**src/rtl/aff_route_pkg.sv**
```systemverilog
package aff_route_pkg;
  localparam int unsigned DEF_LVL_W   = 8;
  localparam int unsigned DEF_NUM_LVL = 4;
  localparam int unsigned DEF_NUM_PE  = 8;

  typedef struct packed {
    logic vld;
    logic no_tgt;
    logic disabled;
  } rsp_flags_t;

  localparam rsp_flags_t RSP_IDLE = '{vld: 1'b0, no_tgt: 1'b0, disabled: 1'b0};
endpackage

```
**src/rtl/aff_lvl_cmp.sv**
```systemverilog
module aff_lvl_cmp #(
  parameter int unsigned LVL_W   = 8,
  parameter int unsigned NUM_LVL = 4,
  localparam int unsigned AFF_W  = LVL_W * NUM_LVL
) (
  input  logic [AFF_W-1:0] tgt_aff_i,
  input  logic [AFF_W-1:0] pe_aff_i,
  input  logic             use_top_i,
  output logic             match_o
);
  logic [NUM_LVL-1:0] lvl_eq;
  logic [NUM_LVL-1:0] lvl_sig;

  for (genvar l = 0; l < NUM_LVL; l++) begin : g_lvl
    assign lvl_eq[l] = (tgt_aff_i[l*LVL_W +: LVL_W] == pe_aff_i[l*LVL_W +: LVL_W]);
    if (l == NUM_LVL - 1) begin : g_top
      assign lvl_sig[l] = use_top_i;
    end else begin : g_low
      assign lvl_sig[l] = 1'b1;
    end
  end

  // a level passes if equal or not significant
  assign match_o = &(lvl_eq | ~lvl_sig);
endmodule

```
**src/rtl/aff_pick_first.sv**
```systemverilog
module aff_pick_first #(
  parameter int unsigned N = 8
) (
  input  logic [N-1:0] req_i,
  output logic [N-1:0] gnt_o,
  output logic         any_o
);
  assign gnt_o = req_i & (~req_i + N'(1));
  assign any_o = |req_i;
endmodule

```
**src/rtl/aff_route_gate.sv**
```systemverilog
module aff_route_gate (
  input  logic valid_i,
  input  logic secure_i,
  input  logic en_s_i,
  input  logic en_ns_i,
  output logic route_ok_o,
  output logic blocked_o
);
  logic dom_en;
  assign dom_en     = secure_i ? en_s_i : en_ns_i;
  assign route_ok_o = valid_i & dom_en;
  assign blocked_o  = valid_i & ~dom_en;
endmodule

```
**src/rtl/aff_route_match.sv**
```systemverilog
module aff_route_match
  import aff_route_pkg::*;
#(
  parameter int unsigned NUM_PE  = DEF_NUM_PE,
  parameter int unsigned LVL_W   = DEF_LVL_W,
  parameter int unsigned NUM_LVL = DEF_NUM_LVL,
  localparam int unsigned AFF_W  = LVL_W * NUM_LVL
) (
  input  logic                    clk_i,
  input  logic                    rst_ni,
  input  logic                    req_valid_i,
  input  logic [AFF_W-1:0]        req_aff_i,
  input  logic                    req_secure_i,
  input  logic                    cfg_four_lvl_i,
  input  logic                    cfg_route_en_s_i,
  input  logic                    cfg_route_en_ns_i,
  input  logic [NUM_PE*AFF_W-1:0] pe_aff_i,
  input  logic [NUM_PE-1:0]       pe_part_i,
  input  logic [NUM_PE-1:0]       pe_narrow_i,
  output logic                    tgt_vld_o,
  output logic [NUM_PE-1:0]       tgt_vec_o,
  output logic                    no_tgt_o,
  output logic                    disabled_o
);
  logic [NUM_PE-1:0] pe_hit;
  logic [NUM_PE-1:0] pe_cand;
  logic [NUM_PE-1:0] pe_sel;
  logic              any_cand;
  logic              route_ok;
  logic              blocked;

  for (genvar i = 0; i < NUM_PE; i++) begin : g_pe
    logic use_top;
    assign use_top = cfg_four_lvl_i & ~pe_narrow_i[i];
    aff_lvl_cmp #(
      .LVL_W  (LVL_W),
      .NUM_LVL(NUM_LVL)
    ) u_cmp (
      .tgt_aff_i(req_aff_i),
      .pe_aff_i (pe_aff_i[i*AFF_W +: AFF_W]),
      .use_top_i(use_top),
      .match_o  (pe_hit[i])
    );
  end

  assign pe_cand = pe_hit & pe_part_i;

  aff_pick_first #(.N(NUM_PE)) u_pick (
    .req_i(pe_cand),
    .gnt_o(pe_sel),
    .any_o(any_cand)
  );

  aff_route_gate u_gate (
    .valid_i   (req_valid_i),
    .secure_i  (req_secure_i),
    .en_s_i    (cfg_route_en_s_i),
    .en_ns_i   (cfg_route_en_ns_i),
    .route_ok_o(route_ok),
    .blocked_o (blocked)
  );

  rsp_flags_t        flags_d, flags_q;
  logic [NUM_PE-1:0] vec_d, vec_q;

  always_comb begin
    flags_d          = RSP_IDLE;
    vec_d            = '0;
    flags_d.vld      = req_valid_i;
    flags_d.disabled = blocked;
    if (route_ok) begin
      vec_d          = pe_sel;
      flags_d.no_tgt = ~any_cand;
    end
  end

  always_ff @(posedge clk_i or negedge rst_ni) begin
    if (!rst_ni) begin
      flags_q <= RSP_IDLE;
      vec_q   <= '0;
    end else begin
      flags_q <= flags_d;
      vec_q   <= vec_d;
    end
  end

  assign tgt_vld_o  = flags_q.vld;
  assign tgt_vec_o  = vec_q;
  assign no_tgt_o   = flags_q.no_tgt;
  assign disabled_o = flags_q.disabled;
endmodule

```
**config.mk**
```make
export PLATFORM = sky130hd
export DESIGN_NAME = aff_route_match
export DESIGN_NICKNAME = d
export VERILOG_FILES = /design/src/rtl/aff_route_pkg.sv /design/src/rtl/aff_lvl_cmp.sv /design/src/rtl/aff_pick_first.sv /design/src/rtl/aff_route_gate.sv /design/src/rtl/aff_route_match.sv
export SDC_FILE = /design/constraint.sdc
export NUM_CORES = 1
export LEC_CHECK = 0
export ABC_AREA = 1
export BUFFER_PORTS_ARGS = -buffer_cell sky130_fd_sc_hd__buf_2
export CAP_MARGIN = 20
export CORE_AREA = 2 2 123 125
export DETAILED_ROUTE_END_ITERATION = 16
export DIE_AREA = 0 0 125 127
export PLACE_DENSITY_LB_ADDON = 0.15
export SYNTH_ARGS = -nofsm -noshare
export SYNTH_HDL_FRONTEND = slang
export SYNTH_SLANG_ARGS = --single-unit
```
**constraint.sdc**
```tcl
create_clock -name clk_i -period 0.8 [get_ports clk_i]
set_input_delay 0.12 -clock clk_i [delete_from_list [all_inputs] [get_ports clk_i]]
set_output_delay 0.12 -clock clk_i [all_outputs]
set_load 0.02 [all_outputs]
```
Word level (Yosys, flattened, before mapping)
Index checks and enable logic that the tools add are counted.

Flip-flop bits (word level): 11. Input port bits: 311. Logic and storage cells: 88.

Add/sub/neg operators: 1. Eq/ne operators: 32. Muxes and demuxes: 3. Bitwise logic cells: 39. Reductions and logical operators: 9.

Operators with widths (number): $eq 8x8->1 (32); $not 4->4 (8); $or 4x4->4 (8); $reduce_and 4->1 (8); $and 8x8->8 (2); $and 1x1->1 (10); $not 1->1 (10); $add 8x1->8 const B (1); $mux 8 (1); $not 8->8 (1); $reduce_or 8->1 (1); $mux 1 (2).

Depth between registers and ports, before layout
Word-level depth: 10. Depth in mapped cells: 14. Mapped depth without buffers: 13.

Cells and area by module
A second synthesis with hierarchy kept.

Cell total of the unflattened synthesis: 1290. Area, all modules: 5464.0 um^2.

By module, submodules not included: aff_lvl_cmp (instances 8, cells each 150, area an instance 606.8 um^2); aff_route_match (instances 1, cells each 55, area an instance 450.4 um^2); aff_pick_first (instances 1, cells each 23, area an instance 111.4 um^2); aff_route_gate (instances 1, cells each 12, area an instance 47.5 um^2).

Least setup slack after synthesis
Ideal clock, no wire load.

Path type: input -> register. From: in req_aff_i[6]. To: reg vec_q[6], in the netlist tgt_vec_o[6]. Library setup time: 116 ps. Data arrival time: 1099 ps. Required time: 684 ps. Path slack: -415 ps. Stages: 14. Buffers on the path: 1. Path through: buf_2 > inv_1 > nand2_1 > nand2_1 > nor2_1 > nand2_1 > nor2_1 > nand2_1 > nor2_2 > nand2_2 > nand2_1 > inv_1 > nand2_1 > nor2_1.

Word-level cells in the longest chain between the ends: 8. Elaborated cells on any way between the ends: 26. Classes of those cells: add/sub (1); eq/ne (7); mux (1); bitwise (10); reduce/logical (7).

RTL lines: from (decl) (RTL line aff_route_match.sv:12) `input logic [AFF_W-1:0] req_aff_i,`; $eq 8x8->1 (RTL line aff_lvl_cmp.sv:15) `assign lvl_eq[l] = (tgt_aff_i[l*LVL_W +: LVL_W] == pe_aff_i[l*LVL_W +: LVL_W]);`; $or 4x4->4 (RTL line aff_lvl_cmp.sv:24) `assign match_o = &(lvl_eq | ~lvl_sig);`; $reduce_and 4->1 (RTL line aff_lvl_cmp.sv:24); $and 8x8->8 (*) (RTL line aff_route_match.sv:46) `assign pe_cand = pe_hit & pe_part_i;`; $not 8->8 (RTL line aff_pick_first.sv:8) `assign gnt_o = req_i & (~req_i + N'(1));`; $add 8x1->8 (RTL line aff_pick_first.sv:8); $and 8x8->8 (*) (RTL line aff_pick_first.sv:8); $mux 8 (*) (RTL line aff_route_match.sv:71) `if (route_ok) begin`; named net vec_d[6] (RTL line aff_route_match.sv:64) `logic [NUM_PE-1:0] vec_d, vec_q;`; to (signal assigned) (RTL line aff_route_match.sv:83) `vec_q <= vec_d;`; to (decl) (RTL line aff_route_match.sv:64).

Mark *: on every way through the listed nets, which the timed path passes. The rest lies on a longest branch.

==> run_results.csv <==
group,metric,value,unit
outcome,status,"finished with violations",
outcome,violations,"setup timing",
run,maxCapViolations,0,
timing,fin_crit,1.18,ns
timing,final.period_utilization,147,%
placed_design,placed_area,7120,µm²
floorplanning,dieHeight,127,µm
yosys,ys_types,30,
cts,htreeDepth,1,
min_path,hp-class,"in2reg",
cts,tritoncts,"built",
global_routing,first_global_vias,7020,
yosys,syn_area,4730,µm²
pwr,p_seq_share,10.4,%
finish,stdcell_count,1536,
pwr,power.density,689,nW/µm²
placed_design,portBuffers,321,
worst_setup_path,crit_type,"in2reg",
floorplanning,initial_core_util,32.8,%
finish,drive_above_1_share,39.9,%
pwr,p_sw_share,42.4,%
detailed_routing,dr.max_layer_used,"met5",
yosys,ys_top_cells_by_area,"nand2_1 (30%), xnor2_1 (17%), inv_1 (11%), nor2_1 (10%), dfrtp_1 (5.8%)",
yosys,yosysTopAreaCell,"nand2_1",
pwr,clkPwrFrac,16.9,%
timing,fmax,848,MHz
worst_setup_path,start_kind,"input pin",
cts,cts_sinks,11,
yosys,yosysWarnings,0,
timing,setup_tns,-4.11,ns
worst_setup_path,crit_slowest_cell,"nor2_4",
yosys,ys_ff_latch,11,
worst_setup_path,critPathRequiredTime,0.93,ns
detailed_routing,routed-via-count,7241,
timing,slew_viol_final,0,
detailed_routing,wirelength,25.0,mm
global_routing,grt_pass1_wl,37.9,mm
detailed_routing,drt_iter0_markers,361,
timing,setup_viol,20,
cts,worst_setup_hold_path_clk_slew,0.04,ns
worst_setup_path,endpoint_kind,"flip-flop",
placed_design,placed_cells,1521,
pwr,vdd_drop_max,0.000494,V
timing,finalHoldViolCount,0,
global_routing,antenna_found_initial,3,
floorplanning,pin_count,322,
cts,root_buffer,"clkbuf_16",
timing,worst_pin_slew,0.310,ns
floorplanning,die-area,15900,µm²
yosys,synthFlopType,"dfrtp_1",
yosys,synth_top_area_share,29.5,%
detailed_routing,route.met2.wl,12.5,mm
yosys,syn_nets,1271,
pwr,p_int,3.17,mW
detailed_routing,viasPerCell,4.71,
yosys,syn_area_per_cell,4.93,µm²
cts,cts_made_buffers,3,
finish,area_growth,68.8,%
placed_design,hpwl,21.7,mm
cts,clockBufferDepth,2,
global_routing,gr-usage-all-layers,30.4,%
yosys,synthCells,960,
pwr,leakage,4.51,nW
global_routing,grt-ovfl-total,0,
worst_setup_path,cpPeakStageDelay,0.16,ns
timing,fin_ws,-0.379,ns
worst_setup_path,arrival,1.31,ns
yosys,synthArstFlopShare,100,%
global_routing,grt_max_degree,12,
floorplanning,row_count,44,
worst_setup_path,worstPathCellList,"buf_6 > buf_4 > buf_4 > xnor2_2 > nand3_2 > nor2_4 > nand3_4 > nand2_4 > nor2_4 > nand2_2 > nor2_1",
floorplanning,fp.dieW,125,µm
timing,holdWs,0.00226,ns
detailed_routing,route.met3.wl,1.84,mm
pwr,p_comb_share,72.6,%
timing,relSlewSlack,79.3,%
detailed_routing,drc_errors,0,
pwr,switching_power,2.33,mW
detailed_routing,drtPass1Iterations,6,
yosys,seq_area_frac_synth,5.82,%
finish,nNetsFinal,1662,
worst_setup_path,path_max_fanout,6,
detailed_routing,wl_met1,9.98,mm
detailed_routing,wl_per_cell,16.3,µm
detailed_routing,postRouteAntennaNets,0,
timing,rsz0062_at_grt,"true",
placed_design,globalplace.congestion,0.942,
yosys,synth-edff-count,0,
floorplanning,core_area,14400,µm²
finish,final_area,7980,µm²
-- power groups by stage --
stage	sequential, mW	clock, mW	combinational [mW]
2_1_floorplan	0.590	0	1.84
3_3_place_gp	0.578	0	3.57
3_5_place_dp	0.578	0	3.57
4_1_cts	0.573	0.936	3.77
5_1_grt	0.574	0.958	4.38
6_report	0.573	0.932	4.00
-- through the flow --
stage / power (mW) / worst slack [ns] / util, %
finish: 5.50 / -0.379 / 55.4
global route: 5.91 / -0.454 / 55.3
CTS: 5.27 / -0.399 / 52.5
detailed placement: 4.15 / -0.825 / 49.3
global placement: 4.15 / -0.805 / 49.3
floorplan: 2.43 / -0.340 / -
-- cells in the final DEF (no fill, tap or decap), types with 6 or more instances in the layout --
cell type,n
buf_12,7
buf_2,281
buf_4,79
buf_6,39
buf_8,6
dfrtp_1,11
inv_1,128
inv_2,11
inv_4,10
inv_6,7
nand2_1,348
nand2_2,26
nand3_1,31
nand4_1,23
nor2_1,107
nor2_2,17
nor2_4,8
o21ai_0,28
o21ai_1,17
o22ai_1,7
or2_1,11
or2_2,7
xnor2_1,78
xnor2_2,12
xor2_1,7
-- cells in the mapped netlist, types with 7 or more instances --
master   instances
buf_2           19
buf_4            8
dfrtp_1         11
inv_1          135
inv_2           21
nand2_1        372
nand3_1         36
nand4_1         23
nor2_1         129
nor3_1           7
o21ai_0         32
o21ai_1         15
o22ai_1          7
or2_1           11
or2_2            7
xnor2_1         92
xor2_1           7
-- critical path, delay by kind of cell --
kind	cells	cell delay, ns
AND/OR/NAND/NOR	7	0.63
buffers and inverters	3	0.40
XOR/XNOR	1	0.13
-- metal layers --
layer / vias up / GRT usage (%)
li1: 3658 / -
met1: 3214 / 36.9
met2: 327 / 57.6
met3: 40 / 3.48
met4: 2 / 6.73
met5: - / 0
-- registers in the layout, summed over array words and instances, names as in the netlist --
| name | flops |
|---|---|
| tgt_vld_o | 1 |
| tgt_vec_o | 8 |
| no_tgt_o | 1 |
| disabled_o | 1 |
-- path summary, 6_finish.rpt --
| kind | depth (start not counted) | end | start | slack, ns |
|---|---|---|---|---|
| min | 1 | tgt_vld_o | req_valid_i | 0.002 |
| max in group asynchronous | 2 | no_tgt_o | rst_ni | 0.29 |
| min in group asynchronous | 2 | tgt_vec_o[7] | rst_ni | 0.29 |
| max | 11 | no_tgt_o | req_aff_i[10] | -0.38 |
-- layout make-up --
| type | count | area (µm²) |
|---|---|---|
| diodes | 2 | 5.00 |
| clock buffers | 3 | 75.1 |
| clock inverters | 1 | 5.00 |
| fillers | 1593 | 6440 |
| inverters | 156 | 653 |
| multi-input cells | 762 | 4040 |
| flip-flops and latches | 11 | 275 |
| well taps | 184 | 230 |
| repair buffers | 416 | 2700 |
| repair inverters | 1 | 3.75 |
-- what timing repair did --
| action | CTS | global route |
|---|---|---|
| gates resized for setup | 100 | 104 |
| buffers inserted | 3 | 5 |
| pin swaps | 44 | 52 |
| hold endpoints to repair | 11 | 0 |
| hold buffers | 1 | 0 |
| endpoints found under the setup margin | 20 | 20 |
| cloned | 1 | 0 |
-- cell families after synthesis --
| family | Yosys count | share of synthesized area (%) |
|---|---|---|
| flip-flops | 11 | 5.82 |
| XOR/XNOR | 99 | 18.3 |
| AO/OA/AOI/OAI | 61 | 7.01 |
| buffers and inverters | 187 | 16.6 |
| AND/OR/NAND/NOR | 602 | 52.2 |
Note: power is estimated with default switching activity, not from simulation.
